`src/rtl/mcore_pkg.sv`:
```
package mcore_pkg;
  localparam int XLEN = 32;
  localparam int NREG = 32;
  localparam int RAW  = $clog2(NREG);

  typedef enum logic [2:0] {
    PH_IF  = 3'd0,
    PH_ID  = 3'd1,
    PH_EX  = 3'd2,
    PH_MEM = 3'd3,
    PH_WB  = 3'd4
  } phase_e;

  typedef enum logic [3:0] {
    ALU_ADD, ALU_SUB, ALU_AND, ALU_OR, ALU_XOR,
    ALU_SLL, ALU_SRL, ALU_SRA, ALU_SLT
  } alu_op_e;

  typedef enum logic [2:0] {
    K_NOP, K_REG, K_IMM, K_LOAD, K_STORE, K_BRZ, K_BRNZ, K_JUMP
  } kind_e;

  localparam logic [5:0] OPC_REG  = 6'h00;
  localparam logic [5:0] OPC_J    = 6'h02;
  localparam logic [5:0] OPC_BEQZ = 6'h04;
  localparam logic [5:0] OPC_BNEZ = 6'h05;
  localparam logic [5:0] OPC_ADDI = 6'h08;
  localparam logic [5:0] OPC_SUBI = 6'h0A;
  localparam logic [5:0] OPC_ANDI = 6'h0C;
  localparam logic [5:0] OPC_ORI  = 6'h0D;
  localparam logic [5:0] OPC_XORI = 6'h0E;
  localparam logic [5:0] OPC_SLTI = 6'h18;
  localparam logic [5:0] OPC_LW   = 6'h23;
  localparam logic [5:0] OPC_SW   = 6'h2B;

  localparam logic [5:0] FN_SLL = 6'h04;
  localparam logic [5:0] FN_SRL = 6'h06;
  localparam logic [5:0] FN_SRA = 6'h07;
  localparam logic [5:0] FN_ADD = 6'h20;
  localparam logic [5:0] FN_SUB = 6'h22;
  localparam logic [5:0] FN_AND = 6'h24;
  localparam logic [5:0] FN_OR  = 6'h25;
  localparam logic [5:0] FN_XOR = 6'h26;
  localparam logic [5:0] FN_SLT = 6'h2A;
endpackage

```
`src/rtl/mcore_decode.sv`:
```
module mcore_decode
  import mcore_pkg::*;
(
  input  logic [5:0]  opc_i,
  input  logic [10:0] fn_i,   // shamt [10:6] + func [5:0]
  output kind_e       kind_o,
  output alu_op_e     op_o
);
  always_comb begin
    kind_o = K_NOP;
    op_o   = ALU_ADD;
    unique case (opc_i)
      OPC_REG: begin
        kind_o = (fn_i[10:6] == 5'd0) ? K_REG : K_NOP;
        unique case (fn_i[5:0])
          FN_ADD:  op_o = ALU_ADD;
          FN_SUB:  op_o = ALU_SUB;
          FN_AND:  op_o = ALU_AND;
          FN_OR:   op_o = ALU_OR;
          FN_XOR:  op_o = ALU_XOR;
          FN_SLL:  op_o = ALU_SLL;
          FN_SRL:  op_o = ALU_SRL;
          FN_SRA:  op_o = ALU_SRA;
          FN_SLT:  op_o = ALU_SLT;
          default: kind_o = K_NOP;
        endcase
      end
      OPC_ADDI: begin kind_o = K_IMM; op_o = ALU_ADD; end
      OPC_SUBI: begin kind_o = K_IMM; op_o = ALU_SUB; end
      OPC_ANDI: begin kind_o = K_IMM; op_o = ALU_AND; end
      OPC_ORI:  begin kind_o = K_IMM; op_o = ALU_OR;  end
      OPC_XORI: begin kind_o = K_IMM; op_o = ALU_XOR; end
      OPC_SLTI: begin kind_o = K_IMM; op_o = ALU_SLT; end
      OPC_LW:   kind_o = K_LOAD;
      OPC_SW:   kind_o = K_STORE;
      OPC_BEQZ: kind_o = K_BRZ;
      OPC_BNEZ: kind_o = K_BRNZ;
      OPC_J:    kind_o = K_JUMP;
      default:  kind_o = K_NOP;
    endcase
  end
endmodule

```
`src/rtl/mcore_alu.sv`:
```
module mcore_alu
  import mcore_pkg::*;
#(
  parameter int W = XLEN
) (
  input  alu_op_e      op_i,
  input  logic [W-1:0] a_i,
  input  logic [W-1:0] b_i,
  output logic [W-1:0] y_o
);
  localparam int SHW = $clog2(W);

  logic [SHW-1:0] sh;
  assign sh = b_i[SHW-1:0];

  always_comb begin
    unique case (op_i)
      ALU_ADD: y_o = a_i + b_i;
      ALU_SUB: y_o = a_i - b_i;
      ALU_AND: y_o = a_i & b_i;
      ALU_OR:  y_o = a_i | b_i;
      ALU_XOR: y_o = a_i ^ b_i;
      ALU_SLL: y_o = a_i << sh;
      ALU_SRL: y_o = a_i >> sh;
      ALU_SRA: y_o = W'($signed(a_i) >>> sh);
      ALU_SLT: y_o = {{(W-1){1'b0}}, $signed(a_i) < $signed(b_i)};
      default: y_o = '0;
    endcase
  end
endmodule

```
`src/rtl/mcore_regfile.sv`:
```
module mcore_regfile #(
  parameter int W    = 32,
  parameter int NREG = 32,
  localparam int AW  = $clog2(NREG)
) (
  input  logic          clk_i,
  input  logic [AW-1:0] raddr_a_i,
  input  logic [AW-1:0] raddr_b_i,
  output logic [W-1:0]  rdata_a_o,
  output logic [W-1:0]  rdata_b_o,
  input  logic          we_i,
  input  logic [AW-1:0] waddr_i,
  input  logic [W-1:0]  wdata_i
);
  logic [W-1:0] mem_q [NREG];

  // entry 0 is never written; reads of it are forced to zero
  always_ff @(posedge clk_i) begin
    if (we_i && waddr_i != '0) mem_q[waddr_i] <= wdata_i;
  end

  assign rdata_a_o = (raddr_a_i == '0) ? '0 : mem_q[raddr_a_i];
  assign rdata_b_o = (raddr_b_i == '0) ? '0 : mem_q[raddr_b_i];
endmodule

```
`src/rtl/mcore_top.sv`:
```
module mcore_top
  import mcore_pkg::*;
#(
  parameter logic [XLEN-1:0] RESET_PC = '0
) (
  input  logic            clk_i,
  input  logic            rst_ni,
  output logic            imem_req_o,
  output logic [XLEN-1:0] imem_addr_o,
  input  logic [XLEN-1:0] imem_rdata_i,
  output logic            dmem_re_o,
  output logic            dmem_we_o,
  output logic [XLEN-1:0] dmem_addr_o,
  output logic [XLEN-1:0] dmem_wdata_o,
  input  logic [XLEN-1:0] dmem_rdata_i,
  output logic            misalign_o
);
  localparam int IMMW = 16;
  localparam int JOFW = 26;

  phase_e          phase_q, phase_d;
  logic [XLEN-1:0] pc_q, ir_q, npc_q, a_q, b_q, imm_q, alu_q, lmd_q;
  logic            cond_q;

  kind_e           kind;
  alu_op_e         dec_op;
  logic [XLEN-1:0] rf_a, rf_b, rf_wdata;
  logic [RAW-1:0]  rf_waddr;
  logic            rf_we;

  logic [XLEN-1:0] alu_a, alu_b, alu_y, jof;
  alu_op_e         alu_op;
  logic            is_flow, is_mem, mis_addr;

  mcore_decode u_dec (
    .opc_i  (ir_q[31:26]),
    .fn_i   (ir_q[10:0]),
    .kind_o (kind),
    .op_o   (dec_op)
  );

  mcore_regfile #(.W(XLEN), .NREG(NREG)) u_rf (
    .clk_i     (clk_i),
    .raddr_a_i (ir_q[25:21]),
    .raddr_b_i (ir_q[20:16]),
    .rdata_a_o (rf_a),
    .rdata_b_o (rf_b),
    .we_i      (rf_we),
    .waddr_i   (rf_waddr),
    .wdata_i   (rf_wdata)
  );

  // execute operand select: targets and addresses share the ALU adder
  assign is_flow = (kind == K_BRZ) || (kind == K_BRNZ) || (kind == K_JUMP);
  assign is_mem  = (kind == K_LOAD) || (kind == K_STORE);
  assign jof     = {{(XLEN-JOFW){ir_q[JOFW-1]}}, ir_q[JOFW-1:0]};
  assign alu_a   = is_flow ? npc_q : a_q;
  assign alu_op  = (kind == K_REG || kind == K_IMM) ? dec_op : ALU_ADD;

  always_comb begin
    unique case (kind)
      K_REG:   alu_b = b_q;
      K_JUMP:  alu_b = jof;
      default: alu_b = imm_q;
    endcase
  end

  mcore_alu #(.W(XLEN)) u_alu (
    .op_i (alu_op),
    .a_i  (alu_a),
    .b_i  (alu_b),
    .y_o  (alu_y)
  );

  // phase sequencer
  always_comb begin
    unique case (phase_q)
      PH_IF:   phase_d = PH_ID;
      PH_ID:   phase_d = PH_EX;
      PH_EX:   phase_d = PH_MEM;
      PH_MEM:  phase_d = PH_WB;
      default: phase_d = PH_IF;
    endcase
  end

  assign mis_addr = alu_q[1:0] != 2'b00;

  always_ff @(posedge clk_i or negedge rst_ni) begin
    if (!rst_ni) begin
      phase_q <= PH_IF;
      pc_q    <= RESET_PC;
      ir_q    <= '0;
      npc_q   <= '0;
      a_q     <= '0;
      b_q     <= '0;
      imm_q   <= '0;
      alu_q   <= '0;
      lmd_q   <= '0;
      cond_q  <= 1'b0;
    end else begin
      phase_q <= phase_d;
      unique case (phase_q)
        PH_IF: begin
          ir_q  <= imem_rdata_i;
          npc_q <= pc_q + XLEN'(4);
        end
        PH_ID: begin
          a_q   <= rf_a;
          b_q   <= rf_b;
          imm_q <= {{(XLEN-IMMW){ir_q[IMMW-1]}}, ir_q[IMMW-1:0]};
        end
        PH_EX: begin
          alu_q <= alu_y;
          unique case (kind)
            K_BRZ:   cond_q <= (a_q == '0);
            K_BRNZ:  cond_q <= (a_q != '0);
            K_JUMP:  cond_q <= 1'b1;
            default: cond_q <= 1'b0;
          endcase
        end
        PH_MEM: begin
          if (dmem_re_o) lmd_q <= dmem_rdata_i;
          pc_q <= cond_q ? alu_q : npc_q;
        end
        default: ;
      endcase
    end
  end

  // write-back
  assign rf_we    = (phase_q == PH_WB) &&
                    ((kind == K_REG) || (kind == K_IMM) || (kind == K_LOAD && !mis_addr));
  assign rf_waddr = (kind == K_REG) ? ir_q[15:11] : ir_q[20:16];
  assign rf_wdata = (kind == K_LOAD) ? lmd_q : alu_q;

  // ports
  assign imem_req_o   = (phase_q == PH_IF);
  assign imem_addr_o  = pc_q;
  assign dmem_addr_o  = alu_q;
  assign dmem_wdata_o = b_q;
  assign dmem_re_o    = (phase_q == PH_MEM) && (kind == K_LOAD)  && !mis_addr;
  assign dmem_we_o    = (phase_q == PH_MEM) && (kind == K_STORE) && !mis_addr;
  assign misalign_o   = (phase_q == PH_MEM) && is_mem && mis_addr;
endmodule

```
`config.mk`:
```
export PLATFORM = sky130hd
export DESIGN_NAME = mcore_top
export DESIGN_NICKNAME = d
export VERILOG_FILES = /design/src/rtl/mcore_pkg.sv /design/src/rtl/mcore_decode.sv /design/src/rtl/mcore_alu.sv /design/src/rtl/mcore_regfile.sv /design/src/rtl/mcore_top.sv
export SDC_FILE = /design/constraint.sdc
export NUM_CORES = 2
export LEC_CHECK = 0
export ABC_AREA = 1
export BUFFER_PORTS_ARGS = -buffer_cell sky130_fd_sc_hd__buf_2
export CAP_MARGIN = 40
export CORE_MARGIN = 4
export CORE_UTILIZATION = 35
export DETAILED_ROUTE_END_ITERATION = 12
export GPL_TIMING_DRIVEN = 0
export PLACE_DENSITY_LB_ADDON = 0.12
export REMOVE_ABC_BUFFERS = 1
export SYNTH_ARGS = -nofsm -noshare
export SYNTH_HDL_FRONTEND = slang
export SYNTH_SLANG_ARGS = --single-unit
```
`constraint.sdc`:
```
create_clock -name clk_i -period 9 [get_ports clk_i]
set_input_delay 1.8 -clock clk_i [delete_from_list [all_inputs] [get_ports clk_i]]
set_output_delay 1.8 -clock clk_i [all_outputs]
set_load 0.1 [all_outputs]
```
== After elaboration in Yosys (flattened, before gate mapping) ==
Memories as Yosys holds them, arrays and structs flattened.
Cells that the tools add are included.

* Latch bits: 0
* Memory bits (read-only): 0
* Word-level logic and storage cells: 106
* Register bits after elaboration: 244
* Input bits: 66
* Memories: 1
* RAM bits: 1024
* Output and inout bits: 100

* $mul: 0
* Order comparisons: 1
* Muxes and demuxes: 18
* Equality and inequality tests: 39
* Bitwise operators: 3
* Divide/modulo/power cells: 0
* Add/subtract/negate cells: 3
* Reductions and logical operators: 28
* Shifts and indexed selects: 3

{| class="wikitable"
|+ Memories
! memory !! words !! width !! read ports !! clocked after Yosys merged registers in !! wr ports !! line !! text
|-
| u_rf.mem_q || 32 || 32 || 2 || 0 || 1 || mcore_regfile.sv:15 || <nowiki>logic [W-1:0] mem_q [NREG];</nowiki>
|}

{| class="wikitable"
|+ Operators by type and width
! kind !! number
|-
| $pmux W32 S9 || 1
|-
| $mux W32 || 5
|-
| $pmux W32 S2 || 1
|-
| $eq A6 B6 Y1 const B || 8
|-
| $add A32 B3 Y32 const B || 1
|-
| $add A32 B32 Y32 || 1
|-
| $and A32 B32 Y32 || 1
|-
| $logic_not A32 Y1 || 1
|-
| $lt A32 B32 Y1 || 1
|-
| $or A32 B32 Y32 || 1
|-
| $pmux W4 S8 || 1
|-
| $reduce_bool A32 Y1 || 1
|-
| $shl A32 B5 Y32 || 1
|-
| $shr A32 B5 Y32 || 1
|-
| $sshr A32 B5 Y32 || 1
|-
| $sub A32 B32 Y32 || 1
|-
| $xor A32 B32 Y32 || 1
|-
| $eq A6 B3 Y1 const B || 5
|-
| $eq A6 B4 Y1 const B || 5
|-
| $pmux W4 S6 || 1
|-
| $pmux W3 S7 || 1
|-
| $eq A4 B3 Y1 const B || 4
|-
| $eq A3 B3 Y1 const B || 5
|-
| $logic_not A5 Y1 || 3
|-
| 24 further kinds || 43
|}

== Longest topological paths before layout ==
* Depth after elaboration: 11
* Mapped depth: 35

== By module ==
Synthesis repeated with hierarchy kept, for this count alone.

* Cell total of the unflattened synthesis: 9594
* Area, all modules: 74194.9 sq um

{| class="wikitable"
|+ By module, submodules not included
! module !! instances !! cells each !! area each (sq um) !! seq. area each (sq um)
|-
| mcore_regfile || 1 || 5972 || 51687.1 || 30749.5
|-
| mcore_top || 1 || 1345 || 11787.6 || 6105.9
|-
| mcore_alu || 1 || 2182 || 10299.9 || 0.0
|-
| mcore_decode || 1 || 95 || 420.4 || 0.0
|}

== Least setup slack after synthesis ==
Ideal clock, no wire load.

* Path type: reg2reg
* Start: reg ir_q[26]
* End: mem u_rf.mem_q[17][0], enable pin
* Path buffers: 2
* Period minus slack after synthesis: 5.443 ns
* Path slack: 3.557 ns
* Required time: 8.499 ns
* Stages on the path, launching flop included: 14
* Data arrival time: 4.942 ns
* Cell sequence: dfrtp_1 nor2_1 nand3_2 nor3_2 nand2_4 buf_6 clkinv_4 buf_6 nor2_1 a21oi_1 inv_1 nor2_1 nand2_1 nor4_1

* Longest elaborated chain between the ends: 10
* Elaborated cells on any way between the ends: 26
* Classes of those cells: 14 x eq/ne; 4 x mux; 8 x reduce/logical

{| class="wikitable"
|+ Ends and longest elaborated chain
! element !! line !! text
|-
| from (decl) || mcore_top.sv:22 || <nowiki>logic [XLEN-1:0] pc_q, ir_q, npc_q, a_q, b_q, imm_q, alu_q, lmd_q;</nowiki>
|-
| from (signal assigned) || mcore_top.sv:104 || <nowiki>ir_q <= imem_rdata_i;</nowiki>
|-
| $eq A6 B4 Y1 / $eq A6 B5 Y1 (equally long branches) || mcore_decode.sv:12 || <nowiki>unique case (opc_i)</nowiki>
|-
| $reduce_or A6 Y1 (no line) || n/a ||
|-
| $pmux W3 S7 * || mcore_decode.sv:12 ||
|-
| branches (longest 7 deep; another with $mux W5) || n/a ||
|-
| to (decl) || mcore_regfile.sv:15 ||
|}

Mark *: on every way between the ends.

== Worst setup path in the final report ==
* Start: reg ir_q[26]
* End: reg alu_q[21] (netlist: dmem_addr_o[21])

* Longest elaborated chain between the ends: 9
* Elaborated cells on any way between the ends: 44
* Classes of those cells: 2 x add/sub; 24 x eq/ne; 3 x shift; 6 x mux; 3 x bitwise; 6 x reduce/logical

{| class="wikitable"
|+ Ends and longest elaborated chain
! element !! line !! text
|-
| $eq A6 B4 Y1 / $eq A6 B5 Y1 (equally long branches) || mcore_decode.sv:12 ||
|-
| $reduce_or A6 Y1 (no line) || n/a ||
|-
| $pmux W3 S7 || mcore_decode.sv:12 ||
|-
| $eq A3 B3 Y1 || mcore_top.sv:54 || <nowiki>assign is_flow = (kind == K_BRZ) || (kind == K_BRNZ) || (kind == K_JUMP);</nowiki>
|-
| $logic_or A1 B1 Y1 (2 in series) || mcore_top.sv:54 ||
|-
| $mux W32 || mcore_top.sv:57 || <nowiki>assign alu_a = is_flow ? npc_q : a_q;</nowiki>
|-
| $sub A32 B32 Y32 (tied with other cells) || mcore_alu.sv:19 || <nowiki>ALU_SUB: y_o = a_i - b_i;</nowiki>
|-
| $pmux W32 S9 * || mcore_alu.sv:17 || <nowiki>unique case (op_i)</nowiki>
|-
| to (signal assigned) || mcore_top.sv:113 || <nowiki>alu_q <= alu_y;</nowiki>
|-
| to (decl) || mcore_top.sv:22 ||
|}

Every way passes the cells marked *; elsewhere a longest branch is shown, timed or not.
A chain may end at the register's enable or synchronous reset.

==> reports/metrics.cfg <==
[run_status]
outcome=complete, no violations

[yosys]
netlist_instances=8163
synth-edff-count=1024
yosysTopAreaCell=edfxtp_1
synth_top_cells_by_area=edfxtp_1 (44%), o21ai_0 (11%), dfrtp_1 (8.7%)
ys_ff_latch=1268
yosys.area.top_type_share_pct=43.9
netlist-cell-type-count=62
synthFlopType=edfxtp_1
ys_seq_area_share_pct=52.6
netlist_area_sq_um=70100
ys_warn_count=0
synth.avg_cell_area_sq_um=8.59
async_reset_ff_share_pct=19.2

[clock_network]
cts_tree=yes
h-tree-depth=4
post_cts_buffers=0
clock_path_buffers=3
clk_latency_ns=0.81
cts_resized=0
clk_pin_slew_ns=0.06
cts_buffers=144
clockRootBuffer=clkbuf_16
cts.sinks=1268
hold_buffers=0

[global_routing]
grt_pass1_wl_microns=449000
grt_usage_pct=29.7
first_global_vias=60400
grt_start_max_net_pins=108
antenna_found_initial=12
grt_overflow=0

[final_layout]
fin_util_pct=41.0
final_cells=10900
fillers=19700
layout_commonest_cell=o21ai_0
stdcell_area_sq_um=81900
layout_common_cells=o21ai_0 (1507), nand2_1 (1303), edfxtp_1 (1024)
syn2layout_area_growth_pct=16.8
nNetsFinal=8332
layout-drive-gt1-share_pct=9.83

[setup_path]
rr_startpoint=ir_q[26]$_DFFE_PN0P_
cp_slowest_cell=a21oi_4
rrSetupSlack_ns=2.59
crit_chain=nor2_1 > nand3_2 > nor3_2 > nand2_4 > nand2_4 > inv_2 > a21oi_4 > inv_2 > ha_1 > a21oi_1 > a21boi_0 > inv_1 > nand2_1 > nand3_1 > inv_1 > nand2_1 > nand3_1 > nand3_1 > nor3_1 > nand2_1 > inv_2 > nand3_1 > nand2_1 > nand2_1
crit_path_start_kind=register
crit_type=register to register
end_kind=register
crit_family=simple AND/OR/NAND/NOR gates
crit_fanout=24
path_buf_inv=5
r2r_end=dmem_addr_o[21]$_DFFE_PN0N_
crit_required_ns=9.70
cp.arrival_ns=7.11
cpPeakStageDelay_ns=0.78
startpoint=ir_q[26]$_DFFE_PN0P_
rr_worst_depth=24
cpMostUsedCell=nand2_1

[routing]
drcViolationCount=0
num_vias=64100
drt-initial-drc-count=7881
wire_per_inst_microns=29.3
routed_wl_microns=321000
dr.pass1.iters=9
vias_per_cell=5.86
antenna_left=0

[placed_design]
placed_cells=10700
post-dp-hpwl_microns=219000
portBuffers=165
dp_slack_ns=2.68
placed_area_sq_um=77200
place.gp.congestion=0.912

[hold_path]
hold-path-cell-count=2
worstHoldPathType=register to register
min_to=lmd_q[12]$_DFFE_PN0P_
worstHoldStart=lmd_q[12]$_DFFE_PN0P_

[floorplan]
die_y_microns=456
coreArea_sq_um=199000
fp-row-count=164
die_area_sq_um=208000
start_util_pct=35.2
die_w_microns=456
io_pins=166

[power]
p_leak_nw=31.1
p_per_area_nw_per_um2=211
ir_drop_mv=0.165

[sta]
post-route-worst-setup-slack_ns=2.59
rsz0062_at_grt=no
skew_ns=0.0302
fin_crit_ns=6.41
finalCritPeriodShare_pct=71.2
fmax_mhz=156
maxSlewHeadroom_pct=34.2
finalSetupViolCount=0
drv_slew=0
worstMarginPinSlew_ns=0.986
final-hold-violation-count=0

[flow_run]
drv_cap=0

[power breakdown]
part	internal, mW	switching, mW	total, mW
Combinational	0.962	3.03	4.00
Sequential	7.04	0.431	7.47
Clock	3.26	2.55	5.81
Total	11.3	6.01	17.3
[registers in the layout, indices dropped and copies added, names as in the netlist, 3 cells and up]
| name | count |
|---|---|
| u_rf.mem_q | 1024 |
| a_q | 32 |
| dmem_addr_o | 32 |
| dmem_wdata_o | 32 |
| imem_addr_o | 32 |
| ir_q | 32 |
| lmd_q | 32 |
| npc_q | 32 |
| imm_q | 16 |
| phase_q | 3 |
[cell usage after synthesis (4+ instances only)]
library cell / n
o21ai_0: 1509
nand2_1: 1309
edfxtp_1: 1024
nor2_1: 732
a21oi_1: 672
inv_1: 635
nand3_1: 610
clkbuf_1: 440
dfrtp_1: 244
o211ai_1: 221
ha_1: 98
o221ai_1: 84
buf_1: 73
o22ai_1: 53
xor2_1: 44
nand4_1: 41
buf_2: 40
a211oi_1: 29
inv_2: 26
nor3_1: 25
o21ai_2: 21
a31oi_1: 18
nor4_1: 17
nand3_2: 15
buf_4: 14
nand2_2: 14
nor2_2: 13
o21ai_1: 13
buf_6: 12
o2111ai_1: 12
nor2_4: 8
o21a_1: 8
o311ai_0: 8
o32ai_1: 8
or2_2: 7
nand2_4: 6
o21a_2: 6
nand3b_1: 5
nor3_2: 5
o21bai_1: 5
a21o_1: 4
[metrics by stage]
step | setup TNS, ns | hold WS [ns] | total power [mW]
after global routing | 0 | 0.495 | 17.9
final | 0 | 0.482 | 17.3
after detailed placement | 0 | 0.466 | 11.5
after global placement | - | 0.465 | 11.4
after CTS | 0 | 0.481 | 17.3
after floorplan | -3155.74 | 0.449 | 9.81
[cell families (layout without fill, tap and decap cells)]
| logic type | count (synthesis) | count (layout) | share of synthesized area [%] |
|---|---|---|---|
| xor+xnor | 46 | 46 | 0.575 |
| fa+ha+maj | 100 | 100 | 1.81 |
| simple gates | 2815 | 2815 | 17.0 |
| flops | 1268 | 1268 | 52.6 |
| compound gates | 2687 | 2687 | 21.1 |
| other cells | 1 | 38 | 0.00535 |
| buf+inv | 1246 | 1339 | 6.97 |
[worst reg2reg max path, stage by stage, from the launching register on]
cell	delay, ns
dfrtp_1	0.43
nor2_1	0.26
nand3_2	0.18
nor3_2	0.24
nand2_4	0.32
nand2_4	0.41
inv_2	0.31
a21oi_4	0.78
inv_2	0.53
ha_1	0.40
a21oi_1	0.22
a21boi_0	0.42
inv_1	0.15
nand2_1	0.09
nand3_1	0.25
inv_1	0.15
nand2_1	0.06
nand3_1	0.08
nand3_1	0.08
nor3_1	0.51
nand2_1	0.14
inv_2	0.07
nand3_1	0.07
nand2_1	0.10
nand2_1	0.05
[routing by layer]
metal / wire length [microns] / part of all wire [%] / global-route usage, %
met1: 133000 / 41 / 39.9
met2: 145000 / 45 / 46.8
met3: 25600 / 8.0 / 4.69
met4: 17800 / 5.5 / 14.6
met5: 7 / 0.0022 / 0
[worst max-delay path by stage]
stage                                   to  slack [ns]  cells past startpoint
6_report       dmem_addr_o[21]$_DFFE_PN0N_        2.59                     24
5_1_grt        dmem_addr_o[15]$_DFFE_PN0N_        2.29                     23
4_1_cts         dmem_addr_o[0]$_DFFE_PN0N_        2.66                     28
3_5_place_dp    dmem_addr_o[0]$_DFFE_PN0N_        2.68                     28
3_3_place_gp    dmem_addr_o[0]$_DFFE_PN0N_      -57.63                     19
2_1_floorplan  dmem_addr_o[28]$_DFFE_PN0N_      -15.84                     21
[final cells by class]
type / count / area, sq um / area share (%)
diodes: 6 / 15.0 / 0.0183
clock buffers: 206 / 4070 / 4.97
clock inverters: 61 / 553 / 0.676
inverters: 666 / 2550 / 3.11
multi-input cells: 5680 / 28800 / 35.2
flip-flops and latches: 1268 / 36900 / 45.1
well taps: 2656 / 3320 / 4.06
repair buffers: 406 / 5670 / 6.93
Note: power is estimated with default switching activity, not from simulation.
